## config.mk

```make
export PLATFORM = sky130hd
export DESIGN_NAME = aux_i2c_dispatch
export DESIGN_NICKNAME = d
export VERILOG_FILES = /design/src/rtl/aux_disp_pkg.sv /design/src/rtl/aux_disp_dp.sv /design/src/rtl/aux_disp_ctrl.sv /design/src/rtl/aux_i2c_dispatch.sv
export SDC_FILE = /design/constraint.sdc
export NUM_CORES = 1
export LEC_CHECK = 0
export ABC_CLOCK_PERIOD_IN_PS = 6900
export BUFFER_PORTS_ARGS = -buffer_cell sky130_fd_sc_hd__buf_4
export CAP_MARGIN = 15
export CORE_MARGIN = 2
export CORE_UTILIZATION = 40
export DETAILED_ROUTE_END_ITERATION = 8
export GPL_TIMING_DRIVEN = 0
export PLACE_DENSITY_LB_ADDON = 0.1
export SYNTH_ARGS = -nofsm -noshare
export SYNTH_HDL_FRONTEND = slang
export SYNTH_SLANG_ARGS = --single-unit
```

## constraint.sdc

```tcl
create_clock -name clk -period 6.9 [get_ports clk]
set_clock_uncertainty 0.1 [all_clocks]
set_input_delay 0.69 -clock clk [delete_from_list [all_inputs] [get_ports clk]]
set_output_delay 0.69 -clock clk [all_outputs]
set_load 0.005 [all_outputs]
```

## src/rtl/aux_disp_pkg.sv

```systemverilog
package aux_disp_pkg;

  localparam logic [1:0] OP_START = 2'd0;
  localparam logic [1:0] OP_XFER  = 2'd1;
  localparam logic [1:0] OP_STOP  = 2'd2;

  localparam logic [1:0] RPL_ACK  = 2'b00;
  localparam logic [1:0] RPL_NACK = 2'b01;

  // strobes from control to datapath
  typedef struct packed {
    logic load;
    logic advance;
    logic storeRd;
    logic recordLast;
    logic setOpen;
    logic clrOpen;
  } dpCtl_t;

  // status from datapath to control
  typedef struct packed {
    logic [3:0] cmd;
    logic       lenZero;
    logic       lastByte;
    logic       busOpen;
    logic       needRestart;
  } dpStat_t;

  function automatic logic cmdIsNative(input logic [3:0] c);
    return (c == 4'h8) || (c == 4'h9);
  endfunction

  function automatic logic cmdIsI2c(input logic [3:0] c);
    return (c[3] == 1'b0) && (c[1] == 1'b0);
  endfunction

  function automatic logic cmdIsMot(input logic [3:0] c);
    return c[2];
  endfunction

endpackage

```

## src/rtl/aux_disp_dp.sv

```systemverilog
module aux_disp_dp
  import aux_disp_pkg::*;
#(
  parameter int ADDR_W    = 20,
  parameter int DATA_W    = 8,
  parameter int MAX_BYTES = 16,
  parameter int LEN_W     = 8,
  parameter int I2C_AW    = 7
) (
  input  logic                        clk,
  input  logic                        rstN,
  input  dpCtl_t                      ctl,
  output dpStat_t                     stat,
  input  logic [3:0]                  reqCmd,
  input  logic [ADDR_W-1:0]           reqAddr,
  input  logic [LEN_W-1:0]            reqLen,
  input  logic [MAX_BYTES*DATA_W-1:0] reqWrData,
  output logic [ADDR_W-1:0]           regAddr,
  output logic [DATA_W-1:0]           regWrData,
  input  logic [DATA_W-1:0]           regRdData,
  output logic [I2C_AW-1:0]           i2cCmdAddr,
  output logic                        i2cCmdRead,
  output logic [DATA_W-1:0]           i2cCmdData,
  input  logic [DATA_W-1:0]           i2cRspData,
  output logic [MAX_BYTES*DATA_W-1:0] doneRdData
);

  localparam int CNT_W = $clog2(MAX_BYTES + 1);
  localparam int IDX_W = $clog2(MAX_BYTES);

  logic [3:0]        cmdQ, lastCmd;
  logic [ADDR_W-1:0] addrQ, lastAddr;
  logic [CNT_W-1:0]  lenQ, idx;
  logic              busOpen;
  logic [DATA_W-1:0] wrArr [MAX_BYTES];
  logic [DATA_W-1:0] rdArr [MAX_BYTES];
  logic [CNT_W-1:0]  lenClamp;
  logic [DATA_W-1:0] byteIn;
  logic [IDX_W-1:0]  slot;

  assign lenClamp = (reqLen > LEN_W'(MAX_BYTES)) ? CNT_W'(MAX_BYTES) : reqLen[CNT_W-1:0];
  assign byteIn   = cmdQ[3] ? regRdData : i2cRspData;
  assign slot     = idx[IDX_W-1:0];

  always_ff @(posedge clk) begin
    if (!rstN) begin
      cmdQ  <= '0;
      addrQ <= '0;
      lenQ  <= '0;
      idx   <= '0;
    end else if (ctl.load) begin
      cmdQ  <= reqCmd;
      addrQ <= reqAddr;
      lenQ  <= lenClamp;
      idx   <= '0;
    end else if (ctl.advance) begin
      idx <= idx + CNT_W'(1);
    end
  end

  always_ff @(posedge clk) begin
    if (!rstN) begin
      busOpen  <= 1'b0;
      lastCmd  <= '0;
      lastAddr <= '0;
    end else begin
      if (ctl.setOpen)    busOpen <= 1'b1;
      else if (ctl.clrOpen) busOpen <= 1'b0;
      if (ctl.recordLast) begin
        lastCmd  <= cmdQ;
        lastAddr <= addrQ;
      end
    end
  end

  generate
    for (genvar g = 0; g < MAX_BYTES; g++) begin : g_bytes
      always_ff @(posedge clk) begin
        if (!rstN) begin
          wrArr[g] <= '0;
          rdArr[g] <= '0;
        end else if (ctl.load) begin
          wrArr[g] <= reqWrData[g*DATA_W +: DATA_W];
          rdArr[g] <= '0;
        end else if (ctl.storeRd && (slot == IDX_W'(g))) begin
          rdArr[g] <= byteIn;
        end
      end
      assign doneRdData[g*DATA_W +: DATA_W] = rdArr[g];
    end
  endgenerate

  assign regAddr    = addrQ + ADDR_W'(idx);
  assign regWrData  = wrArr[slot];
  assign i2cCmdData = wrArr[slot];
  assign i2cCmdAddr = addrQ[I2C_AW-1:0];
  assign i2cCmdRead = cmdQ[0];

  assign stat.cmd         = cmdQ;
  assign stat.lenZero     = (lenQ == '0);
  assign stat.lastByte    = ((idx + CNT_W'(1)) == lenQ);
  assign stat.busOpen     = busOpen;
  assign stat.needRestart = (addrQ != lastAddr) || (cmdQ != lastCmd);

endmodule

```

## src/rtl/aux_disp_ctrl.sv

```systemverilog
module aux_disp_ctrl
  import aux_disp_pkg::*;
(
  input  logic       clk,
  input  logic       rstN,
  input  logic       reqValid,
  output logic       reqReady,
  output dpCtl_t     ctl,
  input  dpStat_t    stat,
  output logic       regEn,
  output logic       regWe,
  input  logic       regErr,
  output logic       i2cCmdValid,
  output logic [1:0] i2cCmdOp,
  input  logic       i2cRspValid,
  input  logic       i2cRspAck,
  output logic       doneValid,
  output logic [1:0] doneNatReply,
  output logic [1:0] doneI2cReply
);

  typedef enum logic [3:0] {
    S_IDLE, S_DISPATCH, S_NAT, S_PRESTOP, S_START,
    S_XFER, S_FAILSTOP, S_ENDSTOP, S_DONE
  } state_e;

  state_e     state, stateNext;
  logic [1:0] natQ, natN, i2cQ, i2cN;
  logic       isMot, isRead;

  assign isMot  = cmdIsMot(stat.cmd);
  assign isRead = stat.cmd[0];

  always_ff @(posedge clk) begin
    if (!rstN) begin
      state <= S_IDLE;
      natQ  <= RPL_ACK;
      i2cQ  <= RPL_ACK;
    end else begin
      state <= stateNext;
      natQ  <= natN;
      i2cQ  <= i2cN;
    end
  end

  always_comb begin
    stateNext   = state;
    ctl         = '0;
    natN        = natQ;
    i2cN        = i2cQ;
    regEn       = 1'b0;
    i2cCmdValid = 1'b0;
    i2cCmdOp    = OP_START;
    unique case (state)
      S_IDLE: begin
        if (reqValid) begin
          ctl.load  = 1'b1;
          natN      = RPL_ACK;
          i2cN      = RPL_ACK;
          stateNext = S_DISPATCH;
        end
      end
      S_DISPATCH: begin
        if (cmdIsNative(stat.cmd)) begin
          if (stat.lenZero) begin
            natN      = RPL_NACK;
            stateNext = S_DONE;
          end else begin
            stateNext = S_NAT;
          end
        end else if (cmdIsI2c(stat.cmd)) begin
          if (!isMot) begin
            stateNext = stat.busOpen ? S_PRESTOP : S_START;
          end else if (!stat.busOpen) begin
            stateNext = S_START;
          end else if (stat.needRestart) begin
            stateNext = S_PRESTOP;
          end else begin
            ctl.recordLast = 1'b1;
            stateNext      = stat.lenZero ? S_DONE : S_XFER;
          end
        end else begin
          natN      = RPL_NACK;
          stateNext = S_DONE;
        end
      end
      S_NAT: begin
        regEn = 1'b1;
        if (regErr) begin
          natN      = RPL_NACK;
          stateNext = S_DONE;
        end else begin
          ctl.storeRd = isRead;
          ctl.advance = 1'b1;
          if (stat.lastByte) stateNext = S_DONE;
        end
      end
      S_PRESTOP: begin
        i2cCmdValid = 1'b1;
        i2cCmdOp    = OP_STOP;
        if (i2cRspValid) begin
          ctl.clrOpen = 1'b1;
          stateNext   = S_START;
        end
      end
      S_START: begin
        i2cCmdValid = 1'b1;
        i2cCmdOp    = OP_START;
        if (i2cRspValid) begin
          if (i2cRspAck) begin
            ctl.setOpen    = 1'b1;
            ctl.recordLast = isMot;
            if (stat.lenZero) stateNext = isMot ? S_DONE : S_ENDSTOP;
            else              stateNext = S_XFER;
          end else begin
            ctl.clrOpen = 1'b1;
            i2cN        = RPL_NACK;
            stateNext   = S_DONE;
          end
        end
      end
      S_XFER: begin
        i2cCmdValid = 1'b1;
        i2cCmdOp    = OP_XFER;
        if (i2cRspValid) begin
          if (i2cRspAck) begin
            ctl.storeRd = isRead;
            ctl.advance = 1'b1;
            if (stat.lastByte) stateNext = isMot ? S_DONE : S_ENDSTOP;
          end else begin
            stateNext = S_FAILSTOP;
          end
        end
      end
      S_FAILSTOP: begin
        i2cCmdValid = 1'b1;
        i2cCmdOp    = OP_STOP;
        if (i2cRspValid) begin
          ctl.clrOpen = 1'b1;
          i2cN        = RPL_NACK;
          stateNext   = S_DONE;
        end
      end
      S_ENDSTOP: begin
        i2cCmdValid = 1'b1;
        i2cCmdOp    = OP_STOP;
        if (i2cRspValid) begin
          ctl.clrOpen = 1'b1;
          stateNext   = S_DONE;
        end
      end
      S_DONE: stateNext = S_IDLE;
      default: stateNext = S_IDLE;
    endcase
  end

  assign reqReady     = (state == S_IDLE);
  assign regWe        = regEn && !isRead;
  assign doneValid    = (state == S_DONE);
  assign doneNatReply = natQ;
  assign doneI2cReply = i2cQ;

endmodule

```

## src/rtl/aux_i2c_dispatch.sv

```systemverilog
module aux_i2c_dispatch
  import aux_disp_pkg::*;
#(
  parameter int ADDR_W    = 20,
  parameter int DATA_W    = 8,
  parameter int MAX_BYTES = 16,
  parameter int LEN_W     = 8,
  parameter int I2C_AW    = 7
) (
  input  logic                        clk,
  input  logic                        rstN,
  input  logic                        reqValid,
  output logic                        reqReady,
  input  logic [3:0]                  reqCmd,
  input  logic [ADDR_W-1:0]           reqAddr,
  input  logic [LEN_W-1:0]            reqLen,
  input  logic [MAX_BYTES*DATA_W-1:0] reqWrData,
  output logic                        regEn,
  output logic                        regWe,
  output logic [ADDR_W-1:0]           regAddr,
  output logic [DATA_W-1:0]           regWrData,
  input  logic [DATA_W-1:0]           regRdData,
  input  logic                        regErr,
  output logic                        i2cCmdValid,
  output logic [1:0]                  i2cCmdOp,
  output logic [I2C_AW-1:0]           i2cCmdAddr,
  output logic                        i2cCmdRead,
  output logic [DATA_W-1:0]           i2cCmdData,
  input  logic                        i2cRspValid,
  input  logic                        i2cRspAck,
  input  logic [DATA_W-1:0]           i2cRspData,
  output logic                        doneValid,
  output logic [1:0]                  doneNatReply,
  output logic [1:0]                  doneI2cReply,
  output logic [MAX_BYTES*DATA_W-1:0] doneRdData
);

  dpCtl_t  ctl;
  dpStat_t stat;

  aux_disp_ctrl u_ctrl (
    .clk          (clk),
    .rstN         (rstN),
    .reqValid     (reqValid),
    .reqReady     (reqReady),
    .ctl          (ctl),
    .stat         (stat),
    .regEn        (regEn),
    .regWe        (regWe),
    .regErr       (regErr),
    .i2cCmdValid  (i2cCmdValid),
    .i2cCmdOp     (i2cCmdOp),
    .i2cRspValid  (i2cRspValid),
    .i2cRspAck    (i2cRspAck),
    .doneValid    (doneValid),
    .doneNatReply (doneNatReply),
    .doneI2cReply (doneI2cReply)
  );

  aux_disp_dp #(
    .ADDR_W    (ADDR_W),
    .DATA_W    (DATA_W),
    .MAX_BYTES (MAX_BYTES),
    .LEN_W     (LEN_W),
    .I2C_AW    (I2C_AW)
  ) u_dp (
    .clk        (clk),
    .rstN       (rstN),
    .ctl        (ctl),
    .stat       (stat),
    .reqCmd     (reqCmd),
    .reqAddr    (reqAddr),
    .reqLen     (reqLen),
    .reqWrData  (reqWrData),
    .regAddr    (regAddr),
    .regWrData  (regWrData),
    .regRdData  (regRdData),
    .i2cCmdAddr (i2cCmdAddr),
    .i2cCmdRead (i2cCmdRead),
    .i2cCmdData (i2cCmdData),
    .i2cRspData (i2cRspData),
    .doneRdData (doneRdData)
  );

endmodule

```

==> impl_metrics.tcl, run 1 <==
set metrics [dict create \
    slew_violations 0 \
    cpPeakStageDelay_ps 650 \
    fin_ws_ps 2770 \
    synth-edff-count 256 \
    grt_overflow_total 0 \
    cts_hold_buf 0 \
    tightest_slew_ps 996 \
    cp_max_fo 8 \
    io_pins 365 \
    drive_gt1_share_pct 34.7 \
    die-area_sq_um 36900 \
    r2r-start "u_dp.cmdQ[3]" \
    clk_root_buffer_cell "clkbuf_16" \
    crit_required_ps 6110 \
    cp-start-kind "flop" \
    antenna_found_initial 2 \
    reg2reg_depth 5 \
    post_dp_cell_area_sq_um 17500 \
    core_sq_um 34700 \
    post_cts_buffers 0 \
    fin_crit_sh_pct 59.9 \
    p_leak_uw 0.00760 \
    cts_made_buffers 36 \
    rsz0062_at_grt "false" \
    cts_resized 0 \
    crit_buf_inv 2 \
    post_drt_via_cell_ratio 5.01 \
    min_period_ps 4130 \
    yosys.area.top_type "edfxtp_1" \
    cp_num_cells 10 \
    ys_seq_area_share_pct 64.0 \
    route.detailed.drc 0 \
    ant_nets 0 \
    slew_headroom_pct 31.7 \
    grt_first_pass_wirelength_um 56100 \
    busiest_layer "met2" \
    r2r_slack_ps 4030 \
    area_delta_synth_final_pct 30.9 \
    power_density_nw_per_um2 322 \
    status "finished, final reports clean" \
    cts_tree "built" \
    crit_chain "ha_1 > inv_1 > fa_1 > nor2b_1 > o21a_1 > o21ai_0 > a21boi_0 > nand4_1 > xnor2_1 > buf_4" \
    cts.clk_slew.worst_paths_ps 60 \
    synth.avg_cell_area_sq_um 13.2 \
    grt_max_degree 78 \
    critPathKind "reg -> out" \
    grt_pass1_vias 9445 \
    tns_ps 0 \
    setup.worst_path.start "u_dp.idx[0]" \
    yosys.cell_types.count 64 \
    clk_path_buf_depth 3 \
    hold_viol 0 \
    synth_top_cell_area_share_pct 54.3 \
    hp-class "in -> reg" \
    grtUsageMet2_pct 32.9 \
    dp_hpwl_um 28600 \
    die_w_um 192 \
    grtUsageMet3_pct 3.71 \
    setup_viol 0 \
    num_rows 68 \
    netlist_instances 1074 \
    wl_per_cell_um 19.9 \
    critPathCapture "regAddr[12]" \
    cp_slowest_cell "a21boi_0" \
    clock_latency_ps 510 \
    path_delay_family "compound AO/OA/AOI/OAI gates" \
    ys.flop_type "edfxtp_1" \
    critPathArrivalTime_ps 3340 \
    dp_slack_ps 3300 \
    reg2reg_to "u_dp.rdArr[0][4]" \
    netlist_area_sq_um 14200 \
    async_flop_share_pct 0 \
    stdcell_area_sq_um 18600 \
    synth_warnings 0 \
    wl_um 38900 \
    gr-usage-met1_pct 28.5 \
    firstDrtPassIters 7 \
    ys_ff_latch 325 \
    ys_top_cells_by_area "edfxtp_1 (54%), dfxtp_1 (9.7%), mux4_2 (6.4%)" \
    cap_violations 0 \
    cp-end-kind "output port" \
    whs_ps 267 \
    clock.fmax_ghz 0.242 \
    nNetsFinal 1667 \
    final_core_utilization_pct 53.4 \
    start_util_pct 40.8 \
    num_vias 9796 \
    ir_drop_mv 0.184 \
    track_usage_pct 20.5 \
    place.gp.congestion 0.875 \
    portBuffers 361 \
    die_h_um 192 \
    htreeDepth 2 \
    cts.sinks 325 \
    drt-initial-drc-count 633 \
]
registers in the layout, summed over array words and instances (netlist names), named ones only:
name / count
u_dp.rdArr: 128
u_dp.wrArr: 128
u_dp.addrQ: 20
u_dp.lastAddr: 20
u_dp.idx: 5
u_dp.lenQ: 5
u_ctrl.state: 4
u_dp.cmdQ: 4
u_dp.lastCmd: 4
u_ctrl.doneI2cReply: 1
u_ctrl.doneNatReply: 1
u_dp.busOpen: 1
per-layer routing:
layer / share of wire [%] / wire (um) / vias up
met5: 0 / 0 / -
met4: 2.2 / 855 / 0
met3: 7.0 / 2730 / 54
met2: 47 / 18200 / 390
met1: 44 / 17100 / 4729
li1: - / - / 4623
Yosys cell counts (all sizes together) (5+ instances only):
cell type / n
nand2: 77
mux4: 40
nand3: 34
mux2i: 10
a22o: 27
and2: 130
a21boi: 6
a21oi: 6
nor2b: 5
dfxtp: 69
edfxtp: 256
xor2: 7
buf: 47
nor4b: 5
xnor2: 45
ha: 9
nand4: 15
nor2: 155
inv: 10
clkbuf: 39
o21ai: 33
worst register-to-register path, stage by stage (launching register included):
cell	delay (ps)
dfxtp_1	300
clkbuf_1	200
buf_2	360
mux2i_1	870
clkbuf_1	660
nor2_1	110
power breakdown:
group	leakage, uW	total, uW	switching (uW)	internal [uW]
clock	0.000527	1760	749	1010
combinational	0.00375	1430	751	674
sequential	0.00332	2780	165	2620
stage by stage:
stage / power, uW / instances
after CTS: 6030 / 1952
after floorplan: 3510 / 1075
after detailed placement: 4270 / 1892
after global routing: 6240 / 1953
final: 5970 / 1956
after global placement: 4270 / 1891
area by class of cell:
cell class / count / area (sq um)
sequential: 325 / 9070
antenna: 4 / 10.0
multi-input combinational: 653 / 4630
inverter: 11 / 46.3
clock inverter: 18 / 114
fill: 3134 / 16200
timing repair buffer: 362 / 2740
clock buffer: 42 / 945
buffer: 86 / 432
tap: 455 / 569
worst min path at each step:
| stage | from | to | cells past startpoint |
|---|---|---|---|
| 5_1_grt | reqCmd[0] | u_dp.cmdQ[0] | 3 |
| 3_5_place_dp | u_dp.lastCmd[2] | u_dp.lastCmd[2] | 2 |
| 6_report | reqCmd[0] | u_dp.cmdQ[0] | 3 |
| 4_1_cts | reqCmd[0] | u_dp.cmdQ[0] | 3 |
| 3_3_place_gp | u_dp.lastCmd[2] | u_dp.lastCmd[2] | 2 |
| 2_1_floorplan | u_dp.lastCmd[2] | u_dp.lastCmd[2] | 2 |
kinds of logic after synthesis:
group / synth area share (%)
other: 0.0265
AND/OR/NAND/NOR: 16.8
multiplexers: 7.14
buffers and inverters: 3.34
AO/OA/AOI/OAI: 4.54
XOR/XNOR: 3.21
adder cells (fa/ha/maj): 0.936
flip-flops: 64.0
cells in the final DEF (no fill, tap or decap), drive strengths merged, types with 4 or more instances in the layout:
master  instances
a21boi          6
a21oi           6
a22o           27
a31oi           4
and2          130
and3            4
buf           409
clkbuf         81
clkinv         16
dfxtp          69
diode           4
edfxtp        256
ha              9
inv            12
mux2i          10
mux4           40
nand2          77
nand3          34
nand4          15
nor2          155
nor2b           5
nor4b           5
o21a            4
o21ai          33
xnor2          45
xor2            7
Note: power is estimated with default switching activity, not from simulation.
==> run 2: changes to the inputs <==
--- a/config.mk
+++ b/config.mk
@@ -5,7 +5,7 @@
 export SDC_FILE = /design/constraint.sdc
 export NUM_CORES = 1
 export LEC_CHECK = 0
-export ABC_CLOCK_PERIOD_IN_PS = 6900
+export ABC_CLOCK_PERIOD_IN_PS = 3850
 export BUFFER_PORTS_ARGS = -buffer_cell sky130_fd_sc_hd__buf_4
 export CAP_MARGIN = 15
 export CORE_MARGIN = 2
==> constraint.sdc (replaced) <==
create_clock -name clk -period 3.85 [get_ports clk]
set_clock_uncertainty 0.1 [all_clocks]
set_input_delay 0.385 -clock clk [delete_from_list [all_inputs] [get_ports clk]]
set_output_delay 0.385 -clock clk [all_outputs]
set_load 0.005 [all_outputs]
==> run 2 against run 1 <==
  * Utilization rose by 0.85 points
  * Hold slack got worse by 230 ps
  * Routed wire length rose by 0.98%
  * Critical endpoint unchanged
  * Final cell count rose by 1.3%
  * Setup slack got worse by 2400 ps
  * Design area rose by 1.6%
==> impl_metrics.tcl, run 2 (synthesis results as in run 1) <==
set metrics [dict create \
    status "finished, final reports clean" \
    place.gp.congestion 0.866 \
    crit_buf_inv 2 \
    path_delay_family "adder cells" \
    hold_viol 0 \
    m1WireLength_um 16700 \
    drive_gt1_share_pct 34.0 \
    ant_nets 0 \
    cp-end-kind "output port" \
    portBuffers 361 \
    die_w_um 192 \
    grt_max_degree 84 \
    drt-initial-drc-count 525 \
    clk_root_buffer_cell "clkbuf_16" \
    power_density_nw_per_um2 570 \
    grt_pass1_vias 9481 \
    crit_required_ps 3370 \
    wl_met3_um 3110 \
    cts_made_buffers 36 \
    cp-start-kind "flop" \
    area_delta_synth_final_pct 33.0 \
    htreeDepth 2 \
    cp_slowest_cell "dfxtp_1" \
    antenna_found_initial 1 \
    hp-class "in -> reg" \
    min_period_ps 3510 \
    clk_path_buf_depth 3 \
    met2_length_um 18800 \
    num_rows 68 \
    critPathKind "reg -> out" \
    io_pins 365 \
    dp_hpwl_um 28500 \
    crit_chain "ha_1 > inv_1 > fa_1 > nor2b_1 > o21a_1 > o21ai_0 > a21boi_2 > nand4_1 > xnor2_1 > buf_4" \
    final_cell_mix "buf_4 (381), edfxtp_1 (256), nor2_1 (154), and2_1 (129), dfxtp_1 (69)" \
    cts.sinks 325 \
    core_sq_um 34700 \
    clock_latency_ps 520 \
    whs_ps 42.1 \
    p_leak_uw 0.00771 \
    fin_crit_sh_pct 91.1 \
    num_vias 9851 \
    cts.clk_slew.worst_paths_ps 60 \
    die-area_sq_um 36900 \
    cts_tree "built" \
    grt_first_pass_wirelength_um 56500 \
    setup_viol 0 \
    post_drt_via_cell_ratio 4.97 \
    rsz0062_at_grt "false" \
    finalPower_uw 10800 \
    nNetsFinal 1695 \
    cpPeakStageDelay_ps 550 \
    wl_per_cell_um 19.8 \
    wl_um 39300 \
    clock.fmax_ghz 0.285 \
    ir_drop_mv 0.263 \
    cp_max_fo 8 \
    die_h_um 192 \
    start_util_pct 40.8 \
    grt_overflow_total 0 \
    slew_headroom_pct 29.5 \
    cap_violations 0 \
    dr.max_layer_used "met5" \
    slew_violations 0 \
    critPathArrivalTime_ps 3020 \
    firstDrtPassIters 5 \
    tightest_slew_ps 1030 \
    post_cts_buffers 0 \
    track_usage_pct 20.7 \
    mostFrequentLayoutCell "buf_4" \
    route.detailed.drc 0 \
    reg.largest.list "u_dp.rdArr: 128 flops, u_dp.wrArr: 128 flops" \
]
## run 2: changes by cell type in the layout (fill, tap and decap cells not counted), sizes merged
| cell | change |
|---|---|
| diode | -3 |
| clkinvlp | +2 |
| inv | -1 |
| clkbuf | +6 |
| dlygate4sd3 | +28 |
| clkinv | -7 |
## run 2: path summary, 6_finish.rpt
| check | start | endpoint | slack, ps | cells after the start |
|---|---|---|---|---|
| worst min register to register | u_dp.lastCmd[2] | u_dp.lastCmd[2] | 360 | 2 |
| worst max register to register | u_dp.cmdQ[3] | u_dp.rdArr[11][7] | 1010 | 5 |
| worst max-delay path | u_dp.idx[0] | regAddr[12] | 340 | 10 |
| worst min-delay path | reqWrData[112] | u_dp.wrArr[14][0] | 40 | 2 |
## run 2: per-layer routing
layer	up-vias	global-route usage, %
met5	-	0
met4	2	5.05
met3	48	3.67
met2	408	33.9
met1	4715	28.7
li1	4678	-
## run 2: cell type report
cell class / count / area (sq um)
Fill cell: 3026 / 15900
Inverter: 11 / 46.3
Timing Repair Buffer: 390 / 3020
Antenna cell: 1 / 2.50
Clock buffer: 48 / 977
Sequential cell: 325 / 9070
Tap cell: 455 / 569
Buffer: 86 / 432
Multi-Input combinational cell: 653 / 4640
Clock inverter: 12 / 100
## run 2: stage by stage
stage | setup slack [ps] | cell area, sq um | setup TNS, ps | instances | util [%]
2_1_floorplan | 772 | 14200 | 0 | 1075 | -
6_report | 343 | 18800 | 0 | 1981 | 54.3
3_3_place_gp | -354 | 17500 | -45280 | 1891 | 50.3
4_1_cts | 150 | 18800 | 0 | 1980 | 54.3
3_5_place_dp | 473 | 17500 | 0 | 1892 | 50.4
5_1_grt | 93.3 | 18800 | 0 | 1980 | 54.3
## run 2: what timing repair did
| action | 4_1_cts | 5_1_grt |
|---|---|---|
| hold endpoints to repair | 28 | 0 |
| setup endpoints to repair | 4 | 5 |
| resized for setup | 1 | 1 |
| hold buffers | 28 | 0 |
## run 2: power breakdown
part | switching, uW | internal [uW]
clock | 1340 | 1850
sequential | 292 | 4690
combinational | 1360 | 1230
## run 2: worst register-to-register path: cells and delay by family, from the launching register on
kind / cells / cell delay [ps]
simple gates: 1 / 100
mux: 1 / 910
flops: 1 / 300
buf+inv: 3 / 1160
==> run 3: changes to the inputs <==
--- a/config.mk
+++ b/config.mk
@@ -7,12 +7,12 @@
 export LEC_CHECK = 0
 export ABC_CLOCK_PERIOD_IN_PS = 3850
 export BUFFER_PORTS_ARGS = -buffer_cell sky130_fd_sc_hd__buf_4
-export CAP_MARGIN = 15
 export CORE_MARGIN = 2
 export CORE_UTILIZATION = 40
 export DETAILED_ROUTE_END_ITERATION = 8
 export GPL_TIMING_DRIVEN = 0
 export PLACE_DENSITY_LB_ADDON = 0.1
+export RECOVER_POWER = 50
 export SYNTH_ARGS = -nofsm -noshare
 export SYNTH_HDL_FRONTEND = slang
 export SYNTH_SLANG_ARGS = --single-unit
==> run 3 against run 2 <==
  * Via count up 0.10%
  * Highest routed layer unchanged
  * Critical endpoint unchanged
  * Combinational power down 4%
  * Clock power about the same
  * Utilization down 0.56 points
  * Maximum frequency up 0.33%
  * Sequential share of layout area up 0.50 points
==> impl_metrics.tcl, run 3 (synthesis results as in run 1) <==
set metrics [dict create \
    critPathArrivalTime_ps 3010 \
    ir_drop_mv 0.262 \
    drt-initial-drc-count 566 \
    htreeDepth 2 \
    power_density_nw_per_um2 570 \
    grt_overflow_total 0 \
    cts.sinks 325 \
    cp-start-kind "flop" \
    num_rows 68 \
    die-area_sq_um 36900 \
    rsz0062_at_grt "false" \
    track_usage_pct 20.7 \
    grt_pass1_vias 9481 \
    die_w_um 192 \
    area_delta_synth_final_pct 31.6 \
    clk_path_buf_depth 3 \
    hold_viol 0 \
    clock.fmax_ghz 0.286 \
    grt_first_pass_wirelength_um 56500 \
    multiInputGateArea_sq_um 4570 \
    setup_viol 0 \
    grt_max_degree 84 \
    firstDrtPassIters 5 \
    clock_latency_ps 520 \
    cp-end-kind "output port" \
    num_vias 9861 \
    fin_crit_sh_pct 90.8 \
    cts_tree "built" \
    start_util_pct 40.8 \
    slew_headroom_pct 27.2 \
    io_pins 365 \
    post_drt_via_cell_ratio 4.98 \
    nNetsFinal 1695 \
    dp_hpwl_um 28500 \
    place.gp.congestion 0.866 \
    stdcell_area_sq_um 18700 \
    ant_nets 0 \
    hp-class "in -> reg" \
    p_leak_uw 0.00744 \
    mostFrequentLayoutCell "edfxtp_1" \
    cts_made_buffers 36 \
    clk_root_buffer_cell "clkbuf_16" \
    reg.largest.list "u_dp.rdArr: 128 flops, u_dp.wrArr: 128 flops" \
    crit_required_ps 3370 \
    slew_violations 0 \
    post_cts_buffers 0 \
    route.detailed.drc 0 \
    cp_max_fo 8 \
    post-place-cells 1892 \
    cap_violations 0 \
    drive_gt1_share_pct 30.8 \
    wl_um 39200 \
    portBuffers 361 \
    fin_cells 1981 \
    finalPower_uw 10600 \
    min_period_ps 3500 \
    status "finished, final reports clean" \
    cts.clk_slew.worst_paths_ps 60 \
    final_cell_mix "edfxtp_1 (256), buf_4 (237), nor2_1 (154), clkbuf_4 (113), and2_1 (89)" \
    die_h_um 192 \
    critPathKind "reg -> out" \
    antenna_found_initial 1 \
    fill_cells 3074 \
    tightest_slew_ps 1060 \
    post_dp_cell_area_sq_um 17500 \
    wl_per_cell_um 19.8 \
    register_area_sq_um 9070 \
    core_sq_um 34700 \
]
==> run 3: changes by cell type in the layout (fill, tap and decap cells not counted), sizes merged <==
| cell | change |
|---|---|
| buf | -152 |
| clkbuf | +152 |
==> run 3: layer usage <==
| metal | GRT usage [%] | up-vias | wire length, um |
|---|---|---|---|
| li1 | - | 4679 | - |
| met1 | 28.7 | 4726 | 17000 |
| met2 | 33.9 | 403 | 18700 |
| met3 | 3.67 | 51 | 2830 |
| met4 | 5.05 | 2 | 637 |
| met5 | 0 | - | 14 |
==> run 3: critical path: stages (launching register included) <==
cell	delay [ps]
dfxtp_1	540
ha_1	250
inv_1	60
fa_1	420
nor2b_1	130
o21a_1	150
o21ai_0	130
a21boi_2	330
nand4_1	160
xnor2_1	190
buf_4	140
==> run 3: layout make-up <==
type / instances / share of cell area (%)
clock buffer: 48 / 5.24
clock inverter: 12 / 0.537
tap: 455 / 3.05
antenna: 1 / 0.0134
sequential: 325 / 48.6
timing repair buffer: 390 / 15.6
buffer: 86 / 2.22
inverter: 11 / 0.248
multi-input combinational: 653 / 24.5
==> run 3: path summary, 6_finish.rpt <==
path | start | end | slack (ps) | depth (start not counted)
min reg2reg | u_dp.lastCmd[2] | u_dp.lastCmd[2] | 360 | 2
max reg2reg | u_ctrl.state[0] | u_dp.wrArr[11][6] | 420 | 6
max | u_dp.idx[0] | regAddr[12] | 350 | 10
min | reqWrData[112] | u_dp.wrArr[14][0] | 40 | 2
==> run 3: stage by stage <==
step           hold slack, ps  setup TNS (ps)  setup WS, ps  util (%)
2_1_floorplan             337               0           772         -
6_report                 42.5               0           354      53.7
3_3_place_gp              344          -45280          -354      50.3
4_1_cts                  22.6               0           150      54.3
5_1_grt                  20.1               0          88.0      53.7
3_5_place_dp              351               0           473      50.4
==> run 3: report_power, final <==
part           internal, uW  total (uW)  switching [uW]
clock                  1850        3190            1340
sequential             4690        4970             285
combinational          1130        2470            1340
total                  7670       10600            2960
==> run 3: repair_timing <==
item / CTS / global route
resized for setup: 1 / 1
setup endpoints to repair: 4 / 5
hold endpoints to repair: 28 / 0
hold buffers: 28 / 0
